==> src/rtl/gpio_irq_pkg.sv <==
`timescale 1ns/1ps
package gpio_irq_pkg;

    localparam int unsigned CODE_W = 2;

    typedef enum logic [CODE_W-1:0] {
        TRIG_LEVEL_LOW  = 2'd0,
        TRIG_LEVEL_HIGH = 2'd1,
        TRIG_EDGE_RISE  = 2'd2,
        TRIG_EDGE_FALL  = 2'd3
    } trig_code_e;

    typedef enum logic [2:0] {
        SEL_DOUT   = 3'd0,
        SEL_DIR    = 3'd1,
        SEL_PADS   = 3'd2,
        SEL_CFG_LO = 3'd3,
        SEL_CFG_HI = 3'd4,
        SEL_MASK   = 3'd5,
        SEL_STAT   = 3'd6,
        SEL_BOTH   = 3'd7
    } reg_sel_e;

endpackage

==> src/rtl/gpio_pad_sync.sv <==
`timescale 1ns/1ps
// Synchronizer chain plus one history stage for edge detection.
module gpio_pad_sync #(
    parameter int unsigned WIDTH  = 32,
    parameter int unsigned STAGES = 2
) (
    input  logic             clk,
    input  logic             rst_n,
    input  logic [WIDTH-1:0] pad_i,
    output logic [WIDTH-1:0] sync_o,
    output logic [WIDTH-1:0] prev_o
);
    localparam int unsigned DEPTH = STAGES + 1;

    typedef struct packed {
        logic [DEPTH-1:0][WIDTH-1:0] pipe;
    } sync_state_t;

    sync_state_t st_d, st_q;

    always_comb begin
        st_d = st_q;
        st_d.pipe[0] = pad_i;
        for (int i = 1; i < DEPTH; i++) begin
            st_d.pipe[i] = st_q.pipe[i-1];
        end
    end

    always_ff @(posedge clk or negedge rst_n) begin
        if (!rst_n) begin
            st_q <= '0;
        end else begin
            st_q <= st_d;
        end
    end

    assign sync_o = st_q.pipe[STAGES-1];
    assign prev_o = st_q.pipe[STAGES];

endmodule

==> src/rtl/gpio_trig_cell.sv <==
`timescale 1ns/1ps
// One pin's trigger decision from its current and previous sample.
module gpio_trig_cell
    import gpio_irq_pkg::*;
(
    input  logic              cur_i,
    input  logic              old_i,
    input  logic [CODE_W-1:0] code_i,
    input  logic              both_i,
    output logic              hit_o
);
    logic rise_w, fall_w;

    always_comb begin
        rise_w = cur_i & ~old_i;
        fall_w = ~cur_i & old_i;
        if (both_i) begin
            hit_o = rise_w | fall_w;
        end else begin
            case (code_i)
                TRIG_LEVEL_LOW:  hit_o = ~cur_i;
                TRIG_LEVEL_HIGH: hit_o = cur_i;
                TRIG_EDGE_RISE:  hit_o = rise_w;
                default:         hit_o = fall_w;
            endcase
        end
    end

endmodule

==> src/rtl/gpio_trig_bank.sv <==
`timescale 1ns/1ps
// Trigger cells for all pins; codes come from the lower or upper config word.
module gpio_trig_bank
    import gpio_irq_pkg::*;
#(
    parameter int unsigned NPIN = 32
) (
    input  logic [NPIN-1:0]          cur_i,
    input  logic [NPIN-1:0]          old_i,
    input  logic [CODE_W*NPIN/2-1:0] cfg_lo_i,
    input  logic [CODE_W*NPIN/2-1:0] cfg_hi_i,
    input  logic [NPIN-1:0]          both_i,
    output logic [NPIN-1:0]          hit_o
);
    localparam int unsigned HALF = NPIN / 2;

    for (genvar g = 0; g < NPIN; g++) begin : g_pin
        logic [CODE_W-1:0] code_w;
        if (g < HALF) begin : g_low
            assign code_w = cfg_lo_i[CODE_W*g +: CODE_W];
        end else begin : g_high
            assign code_w = cfg_hi_i[CODE_W*(g-HALF) +: CODE_W];
        end
        gpio_trig_cell u_cell (
            .cur_i  (cur_i[g]),
            .old_i  (old_i[g]),
            .code_i (code_w),
            .both_i (both_i[g]),
            .hit_o  (hit_o[g])
        );
    end

endmodule

==> src/rtl/gpio_irq_port.sv <==
`timescale 1ns/1ps
module gpio_irq_port
    import gpio_irq_pkg::*;
#(
    parameter int unsigned NPIN        = 32,
    parameter int unsigned ADDR_W      = 5,
    parameter int unsigned SYNC_STAGES = 2
) (
    input  logic              clk,
    input  logic              rst_n,
    input  logic [ADDR_W-1:0] bus_addr,
    input  logic              bus_we,
    input  logic [NPIN-1:0]   bus_wdata,
    output logic [NPIN-1:0]   bus_rdata,
    input  logic [NPIN-1:0]   pad_in,
    output logic [NPIN-1:0]   pad_out,
    output logic [NPIN-1:0]   pad_oe,
    output logic              irq_lo,
    output logic              irq_hi,
    output logic              irq_any
);
    localparam int unsigned HALF  = NPIN / 2;
    localparam int unsigned CFG_W = CODE_W * HALF;
    localparam int unsigned IDX_W = ADDR_W - 2;
    localparam int unsigned NREGS = 8;

    typedef struct packed {
        logic [NPIN-1:0]  dout;
        logic [NPIN-1:0]  dir;
        logic [CFG_W-1:0] cfg_lo;
        logic [CFG_W-1:0] cfg_hi;
        logic [NPIN-1:0]  mask;
        logic [NPIN-1:0]  stat;
        logic [NPIN-1:0]  both;
    } port_regs_t;

    port_regs_t r_d, r_q;

    logic [NPIN-1:0] sync_w, prev_w, hit_w, clr_w, pend_w;
    logic [IDX_W-1:0] word_w;
    logic [31:0]      word_ext_w;
    logic             mapped_w;
    reg_sel_e         sel_w;
    logic [1:0]       unused_lsb;

    assign unused_lsb = bus_addr[1:0];
    assign word_w     = bus_addr[ADDR_W-1:2];
    assign word_ext_w = 32'(word_w);
    assign mapped_w   = word_ext_w < NREGS;
    assign sel_w      = reg_sel_e'(word_ext_w[2:0]);

    gpio_pad_sync #(
        .WIDTH  (NPIN),
        .STAGES (SYNC_STAGES)
    ) u_sync (
        .clk    (clk),
        .rst_n  (rst_n),
        .pad_i  (pad_in),
        .sync_o (sync_w),
        .prev_o (prev_w)
    );

    gpio_trig_bank #(
        .NPIN (NPIN)
    ) u_trig (
        .cur_i    (sync_w),
        .old_i    (prev_w),
        .cfg_lo_i (r_q.cfg_lo),
        .cfg_hi_i (r_q.cfg_hi),
        .both_i   (r_q.both),
        .hit_o    (hit_w)
    );

    always_comb begin
        r_d   = r_q;
        clr_w = '0;
        if (bus_we && mapped_w) begin
            case (sel_w)
                SEL_DOUT:   r_d.dout   = bus_wdata;
                SEL_DIR:    r_d.dir    = bus_wdata;
                SEL_CFG_LO: r_d.cfg_lo = bus_wdata[CFG_W-1:0];
                SEL_CFG_HI: r_d.cfg_hi = bus_wdata[CFG_W-1:0];
                SEL_MASK:   r_d.mask   = bus_wdata;
                SEL_STAT:   clr_w      = bus_wdata;
                SEL_BOTH:   r_d.both   = bus_wdata;
                default:    ;
            endcase
        end
        // a fresh trigger overrides a clear in the same cycle
        r_d.stat = (r_q.stat & ~clr_w) | hit_w;
    end

    always_ff @(posedge clk or negedge rst_n) begin
        if (!rst_n) begin
            r_q <= '0;
        end else begin
            r_q <= r_d;
        end
    end

    always_comb begin
        bus_rdata = '0;
        if (mapped_w) begin
            case (sel_w)
                SEL_DOUT:   bus_rdata = r_q.dout;
                SEL_DIR:    bus_rdata = r_q.dir;
                SEL_PADS:   bus_rdata = sync_w;
                SEL_CFG_LO: bus_rdata = NPIN'(r_q.cfg_lo);
                SEL_CFG_HI: bus_rdata = NPIN'(r_q.cfg_hi);
                SEL_MASK:   bus_rdata = r_q.mask;
                SEL_STAT:   bus_rdata = r_q.stat;
                default:    bus_rdata = r_q.both;
            endcase
        end
    end

    assign pad_out = r_q.dout;
    assign pad_oe  = r_q.dir;
    assign pend_w  = r_q.stat & r_q.mask;
    assign irq_lo  = |pend_w[HALF-1:0];
    assign irq_hi  = |pend_w[NPIN-1:HALF];
    assign irq_any = irq_lo | irq_hi;

    AST_STAT_ONLY_ON_TRIGGER: assert property (@(posedge clk) disable iff (!rst_n)
        1'b1 |=> ((r_q.stat & ~$past(r_q.stat) & ~$past(hit_w)) == '0));

    AST_W1C_CLEARS: assert property (@(posedge clk) disable iff (!rst_n)
        (bus_we && mapped_w && sel_w == SEL_STAT)
        |=> ((r_q.stat & $past(bus_wdata & ~hit_w)) == '0));

    AST_SET_BEATS_CLEAR: assert property (@(posedge clk) disable iff (!rst_n)
        1'b1 |=> ((~r_q.stat & $past(hit_w)) == '0));

    AST_MASKED_QUIET: assert property (@(posedge clk) disable iff (!rst_n)
        (r_q.mask == '0) |-> !irq_any);

    AST_DOUT_STABLE: assert property (@(posedge clk) disable iff (!rst_n)
        !(bus_we && mapped_w && sel_w == SEL_DOUT) |=> $stable(pad_out));

    AST_DIR_STABLE: assert property (@(posedge clk) disable iff (!rst_n)
        !(bus_we && mapped_w && sel_w == SEL_DIR) |=> $stable(pad_oe));

endmodule

==> config.mk <==
export PLATFORM = sky130hd
export DESIGN_NAME = gpio_irq_port
export DESIGN_NICKNAME = d
export VERILOG_FILES = /design/src/rtl/gpio_irq_pkg.sv /design/src/rtl/gpio_pad_sync.sv /design/src/rtl/gpio_trig_cell.sv /design/src/rtl/gpio_trig_bank.sv /design/src/rtl/gpio_irq_port.sv
export SDC_FILE = /design/constraint.sdc
export NUM_CORES = 1
export LEC_CHECK = 0
export BUFFER_PORTS_ARGS = -buffer_cell sky130_fd_sc_hd__clkbuf_2
export CORE_ASPECT_RATIO = 0.8
export CORE_UTILIZATION = 40
export CTS_CLUSTER_DIAMETER = 120
export DETAILED_ROUTE_END_ITERATION = 12
export GPL_TIMING_DRIVEN = 0
export PLACE_DENSITY_LB_ADDON = 0.15
export SETUP_SLACK_MARGIN = 0.5
export SYNTH_ARGS = -nofsm -noshare
export SYNTH_HDL_FRONTEND = slang
export SYNTH_SLANG_ARGS = --single-unit
==> constraint.sdc <==
create_clock -name clk -period 1.81 [get_ports clk]
set_clock_uncertainty 0.05 [all_clocks]
set_input_delay 0.362 -clock clk [delete_from_list [all_inputs] [get_ports clk]]
set_output_delay 0.362 -clock clk [all_outputs]
set_load 0.005 [all_outputs]
==> impl_metrics.toml, run 1 <==
[sta]
post-route-period-util_pct = 136
finalWorstSetupSlack_ps = -652
timing.final.max_slew_violations = 0
post-route-min-period_ps = 2460
rsz0062_at_grt = "true"
fin_hold_ws_ps = -200
hold_viol_final = 73
setup_violations = 35
slew_headroom_pct = 53.7
fmax_ghz = 0.406
max_slew.worst_pin.slew_ps = 695

[clocking]
clockRootBuffer = "clkbuf_16"
cts_buffers = 35
cts_tree = "yes"
clk_pin_slew_ps = 60
cts.sinks = 320
cts_hold_buffers = 32
clkLatencyLatePin_ps = 550
cts_buffer_depth = 3
htree_levels = 2

[finish]
n_fill_cell = 3231
final-instance-count-excl-fill = 2079
fin_util_pct = 55.2
area_delta_synth_final_pct = 35.0
diodes = 0
fin_nets = 1696
drive_gt1_share_pct = 53.0
ff_latch_area_um2 = 8080
multiInputGateArea_um2 = 7390

[critical_path]
path_cells = "a22o_1, a221oi_2, nand4_1, or2_4, clkbuf_2"
r2r.worst_path.cells = 6
cp_data_arrival_time_ps = 2050
cp_top_family = "simple AND/OR/NAND/NOR gates"
startpoint = "r_q[48]$_DFF_PN0_"
critPathKind = "reg2out"
worst_setup_path_end_kind = "output port"
critical_path_buf_inv_count = 1
r2r_start = "u_sync.sync_o[9]$_DFF_PN0_"
cp-start-kind = "register"
critPathMaxStageDelay_ps = 470
worst_path_max_delay_cell = "dfrtp_2"
cp_max_fo = 2
reg2reg_to = "r_q[41]$_DFF_PN0_"
required_ps = 1400
r2r_slack_ps = 390

[logic_synthesis]
yosysSeqAreaShare_pct = 51.0
yosys.area_share.simple_pct = 5.00
synth_area_per_cell_um2 = 12.6
netlist_instances = 1250
synth_xor_area_share_pct = 1.79
synth_mux_area_share_pct = 22.8
syn-num-nets = 1386
synthAdderAreaFrac_pct = 5.10
yosysTopAreaCell = "dfrtp_1"
synth_area_leaders = "dfrtp_1 51%, mux2_2 13%, ha_1 5.1%"
synth_compound_area_share_pct = 7.54
yosysUniqueCellTypes = 39
ys_warn_count = 0
syn_area_um2 = 15700
ys_seq_elements = 320
synth_top_cell_area_share_pct = 51.0
synth_top_family_by_area = "multiplexers"

[global_routing]
grt_max_degree = 102
antenna_found_initial = 0
grt_pass1_vias = 10826
grt_overflow_total = 0
grt_pass1_wl_um = 72400
gr-usage-all-layers_pct = 24.9

[route]
dr.pass1.iters = 5
drc_errors = 0
vias = 11170
wl_um = 49600
wl_per_cell_um = 23.9
first_iter_violations = 902
ant_nets = 0
vias_per_cell = 5.37

[floorplan]
design.die.area_um2 = 40100
core_um2 = 38400
fp.dieW_um = 224
row_count = 64
initial_core_util_pct = 40.8
die_height_um = 179
ioPinCount = 171

[power_and_ir_drop]
power_w = 0.0226
max-vdd-ir-drop_v = 0.000774
p_leak_nw = 9.55
powerDensity_nw_per_um2 = 1060

[placed_design]
hpwl_um = 34100
dp_cells = 1913
io_buffer_count = 165
place.gp.congestion = 0.835

[outcome]
status = "complete, but fails checks"
failed_checks = "hold timing, setup timing"

[run]
drv_cap = 0

[hold_path]
min_path_type = "in2async"
==> layout make-up <==
cell class / count / share of cell area, %
Buffer: 120 / 6.66
Clock inverter: 13 / 0.620
Multi-Input combinational cell: 741 / 34.9
Inverter: 69 / 1.25
Tap cell: 495 / 2.92
Sequential cell: 320 / 38.1
Timing Repair Buffer: 273 / 10.9
Clock buffer: 48 / 4.69
==> how the worst max path moves through the flow <==
stage,end,slack [ps],depth (start not counted)
after global routing,irq_any,-720,6
after CTS,irq_any,-670,6
after detailed placement,bus_rdata[31],-580,7
final,irq_any,-650,5
after floorplan,bus_rdata[0],70,6
after global placement,u_sync.st_d[63]$_DFF_PN0_,-6990,1
==> where the power goes <==
| part | switching, W | total [W] | internal (W) |
|---|---|---|---|
| Sequential | 0.00135 | 0.00965 | 0.00830 |
| Combinational | 0.00209 | 0.00573 | 0.00365 |
| Clock | 0.00304 | 0.00719 | 0.00415 |
| Total | 0.00648 | 0.0226 | 0.0161 |
==> through the flow <==
stage,worst slack [ps],setup TNS [ps],instance area [um2]
floorplan,71.9,0,16500
global placement,-6990,-2251080,17900
detailed placement,-578,-21050,18000
CTS,-666,-13660,20500
global route,-721,-15030,21200
finish,-652,-13250,21200
==> registers in the layout, indices dropped and copies added (netlist names) <==
signal	cells
pad_oe	32
pad_out	32
r_q	160
u_sync.prev_o	32
u_sync.st_d	32
u_sync.sync_o	32
==> synth_stat cells <==
cell	number
o211ai_1	1
buf_4	70
dfrtp_1	320
nand3_1	2
or2_1	1
mux2_4	30
a211oi_1	18
nand4_1	3
and4b_1	1
o22a_1	3
or2_2	2
nor3_2	2
nor3_1	1
a21oi_1	47
a22o_1	9
inv_1	68
mux4_2	27
buf_6	8
xnor2_1	32
a31oi_1	1
nor2b_1	30
clkbuf_1	12
a22oi_1	4
o221ai_1	15
o22ai_1	15
mux2_1	8
mux2i_1	33
nand2_1	78
a221o_1	4
o21ai_0	59
inv_2	1
mux2_2	186
ha_1	64
nor2_1	50
o21a_1	1
a221oi_1	11
nand2b_1	1
buf_2	30
nand2b_4	2
==> worst reg2reg max path: stages (launching register included) <==
cell and delay, ps:
dfrtp_2 410, buf_6 120, buf_6 120, ha_4 140
mux2i_1 120, a211oi_1 90, a221o_1 270
==> logic make-up after synthesis <==
logic type / count (synthesis)
AO/OA/AOI/OAI: 188
XOR/XNOR: 32
buffers and inverters: 189
multiplexers: 284
flip-flops: 320
AND/OR/NAND/NOR: 173
adder cells (fa/ha/maj): 64
==> placed cells by master (no fill, tap or decap), types with 13 or more instances in the layout <==
| cell | count |
|---|---|
| buf_8 | 14 |
| dfrtp_2 | 61 |
| a21oi_1 | 34 |
| nor2_2 | 13 |
| nor2_1 | 36 |
| mux2_2 | 136 |
| mux2i_1 | 33 |
| clkbuf_16 | 35 |
| ha_1 | 52 |
| a211oi_2 | 14 |
| nor2b_1 | 29 |
| inv_1 | 64 |
| clkbuf_8 | 14 |
| mux2_4 | 84 |
| xnor2_1 | 32 |
| dfrtp_1 | 259 |
| mux4_2 | 27 |
| nand2_2 | 15 |
| dlygate4sd3_1 | 32 |
| buf_4 | 52 |
| nand2_1 | 63 |
| o221ai_2 | 14 |
| o21ai_1 | 37 |
| o21ai_0 | 19 |
| buf_6 | 172 |
| clkbuf_2 | 101 |
==> per-layer routing <==
| metal | routed length, um | share of wire, % | track usage (%) |
|---|---|---|---|
| met5 | 0 | 0 | 0 |
| met4 | 785 | 1.6 | 5.11 |
| met3 | 3350 | 6.8 | 4.20 |
| met2 | 22400 | 45 | 38.4 |
| met1 | 23000 | 46 | 36.8 |
==> what timing repair did <==
| item | in CTS | in global routing |
|---|---|---|
| setup buffers | 50 | 23 |
| endpoints found under the setup margin | 164 | 128 |
| gates resized for setup | 219 | 158 |
| endpoints found under the hold margin | 105 | 73 |
| pin swaps | 12 | 24 |
Note: power is estimated with default switching activity, not from simulation.
==> run 2: changes to the inputs <==
--- a/config.mk
+++ b/config.mk
@@ -11,8 +11,9 @@
 export CTS_CLUSTER_DIAMETER = 120
 export DETAILED_ROUTE_END_ITERATION = 12
 export GPL_TIMING_DRIVEN = 0
-export PLACE_DENSITY_LB_ADDON = 0.15
+export PLACE_DENSITY_LB_ADDON = 0.12
 export SETUP_SLACK_MARGIN = 0.5
 export SYNTH_ARGS = -nofsm -noshare
 export SYNTH_HDL_FRONTEND = slang
+export SYNTH_HIERARCHICAL = 1
 export SYNTH_SLANG_ARGS = --single-unit
==> impl_metrics.toml, run 2 <==
[logic_synthesis]
synth_common_cells = "320 x dfrtp_1, 210 x mux2_2, 100 x buf_4, 96 x inv_1, 69 x mux2_1"
yosysTopAreaCell = "dfrtp_1"
syn_area_um2 = 15900
synth_top_cell_area_share_pct = 50.3
ys.flop_type = "dfrtp_1"
syn-num-nets = 1385
synth_area_leaders = "dfrtp_1 50%, mux2_2 15%, ha_1 5.0%"
async_flop_share_pct = 100
synth_most_common_cell = "dfrtp_1"
netlist_instances = 1249
yosysUniqueCellTypes = 37
synth_edf_count = 0
ys_seq_elements = 320
synth_area_per_cell_um2 = 12.7
ys_warn_count = 6
yosysSeqAreaShare_pct = 50.3

[placed_design]
io_buffer_count = 167
place.gp.congestion = 0.822
hpwl_um = 32300

[global_routing]
grt_max_degree = 109
grt_pass1_vias = 11408
gr-usage-all-layers_pct = 24.5
grt_pass1_wl_um = 73300
antenna_found_initial = 0
grt_overflow_total = 0

[clocking]
cts_tree = "yes"
clkLatencyLatePin_ps = 530
htree_levels = 2
cts_hold_buffers = 32
cts_buffer_depth = 3
clk_pin_slew_ps = 60
cts_buffers = 36
clockRootBuffer = "clkbuf_16"
cts.sinks = 320

[route]
ant_nets = 0
drc_errors = 0
wl_um = 50300
first_iter_violations = 804
vias = 11311
vias_per_cell = 5.25
dr.pass1.iters = 8
wl_per_cell_um = 23.3

[floorplan]
design.die.area_um2 = 40600
die_height_um = 180
fp.dieW_um = 225
row_count = 64
ioPinCount = 171
initial_core_util_pct = 41.1
core_um2 = 38800

[power_and_ir_drop]
seqPwrFrac_pct = 40.4
powerDensity_nw_per_um2 = 1040
power.internal_w = 0.0170
p_switching_w = 0.00668
max-vdd-ir-drop_v = 0.000712
pwr-share-clk_pct = 31.0
comb_power_share_pct = 28.6
p_leak_nw = 10.4
p_sw_share_pct = 28.2

[finish]
fin_nets = 1739
largest_reg_flops = 160
n_fill_cell = 3167
final_common_cell = "dfrtp_1"
area_delta_synth_final_pct = 42.8
layout_common_cells = "305 x dfrtp_1, 220 x buf_6, 173 x mux2_4"
drive_gt1_share_pct = 58.2
top_register = "r_q"
fin_util_pct = 58.6
diodes = 0

[critical_path]
required_ps = 1400
cp_data_arrival_time_ps = 2130
cp-start-kind = "register"
worst_setup_path_end_kind = "output port"
critPathKind = "reg2out"
cp_max_fo = 2

[sta]
max_slew.worst_pin.slew_ps = 427
rsz0062_at_grt = "true"
post-route-min-period_ps = 2550
finalWorstSetupSlack_ps = -737
post-route-period-util_pct = 141
fin_hold_ws_ps = -327
fmax_ghz = 0.393
slew_headroom_pct = 71.5
timing.final.max_slew_violations = 0
final.setup.tns_ps = -13370
setup_violations = 35
hold_viol_final = 71

[hold_path]
min_path_type = "in2async"

[outcome]
failed_checks = "hold timing, setup timing"
status = "complete, but fails checks"

[run]
drv_cap = 0
## run 2: cell types whose count changed in the layout (fill, tap and decap cells not counted), moves of 29 or more
| cell | change |
|---|---|
| a21o_1 | +32 |
| a22oi_2 | +31 |
| buf_6 | +48 |
| dfrtp_1 | +46 |
| dfrtp_2 | -46 |
| mux2_2 | -35 |
| mux2_4 | +89 |
| mux2i_1 | -32 |
| nor2b_1 | -29 |
| o21ai_1 | -36 |
## run 2: cell type report
class	instances	area (um2)	share of cell area, %
clock inverters	12	110	0.484
inverters	96	370	1.63
repair buffers	316	2980	13.1
plain buffers	147	1690	7.43
flip-flops and latches	320	8030	35.3
multi-input cells	686	7830	34.5
well taps	528	661	2.91
clock buffers	51	1060	4.66
## run 2: final timing paths
check	end	cells past startpoint	slack, ps	startpoint
hold / removal	pad_oe[22]$_DFFE_PN0P_	1	-330	rst_n
min in group clk	r_q[70]$_DFFE_PN0P_	2	110	bus_wdata[6]
hold reg to reg	u_sync/sync_o[7]$_DFF_PN0_	0	300	u_sync/st_d[39]$_DFF_PN0_
setup / recovery	irq_any	6	-740	r_q[89]$_DFFE_PN0P_
max in group asynchronous	r_q[111]$_DFFE_PN0P_	3	920	rst_n
setup reg to reg	r_q[52]$_DFF_PN0_	8	220	u_sync/sync_o[20]$_DFF_PN0_
## run 2: worst max-delay path: stages (launching register included)
cell and delay (ps):
dfrtp_1 420, a22o_1 280, a221oi_4 270, nand4_1 130, buf_4 170, or2_4 230, clkbuf_2 110
## run 2: cell families after synthesis
logic type      synth area share [%]
simple gates                    3.00
mux                             21.8
xor+xnor                        1.76
buf+inv                         8.39
flops                           50.3
compound gates                  9.74
fa+ha+maj                       5.03
## run 2: routing by layer
| layer | vias to the layer above | wire (um) | global-route usage (%) |
|---|---|---|---|
| li1 | 5054 | - | - |
| met1 | 5838 | 23500 | 36.5 |
| met2 | 357 | 22500 | 36.8 |
| met3 | 62 | 3260 | 4.27 |
| met4 | 0 | 951 | 5.69 |
| met5 | - | 0 | 0 |
## run 2: what timing repair did
action,in CTS,in global routing
pin swaps,37,35
gates resized for setup,267,174
setup buffers,68,38
hold endpoints to repair,103,71
cloned,5,3
endpoints found under the setup margin,263,378
## run 2: power groups by stage
stage	registers (W)	logic, W	clock network, W
2_1_floorplan	0.00916	0.00358	0
3_3_place_gp	0.00962	0.00484	0
3_5_place_dp	0.00964	0.00495	0
4_1_cts	0.00949	0.00620	0.00750
5_1_grt	0.00970	0.00725	0.00781
6_report	0.00956	0.00678	0.00735
## run 2: through the flow
step / cell area [um2] / worst slack [ps] / total power, W / cells
floorplan: 16900 / 43.5 / 0.0127 / 1249
global placement: 18400 / -7010 / 0.0145 / 1944
detailed placement: 18500 / -1040 / 0.0146 / 1947
CTS: 21600 / -737 / 0.0232 / 2115
global route: 22700 / -811 / 0.0248 / 2156
finish: 22700 / -737 / 0.0237 / 2156
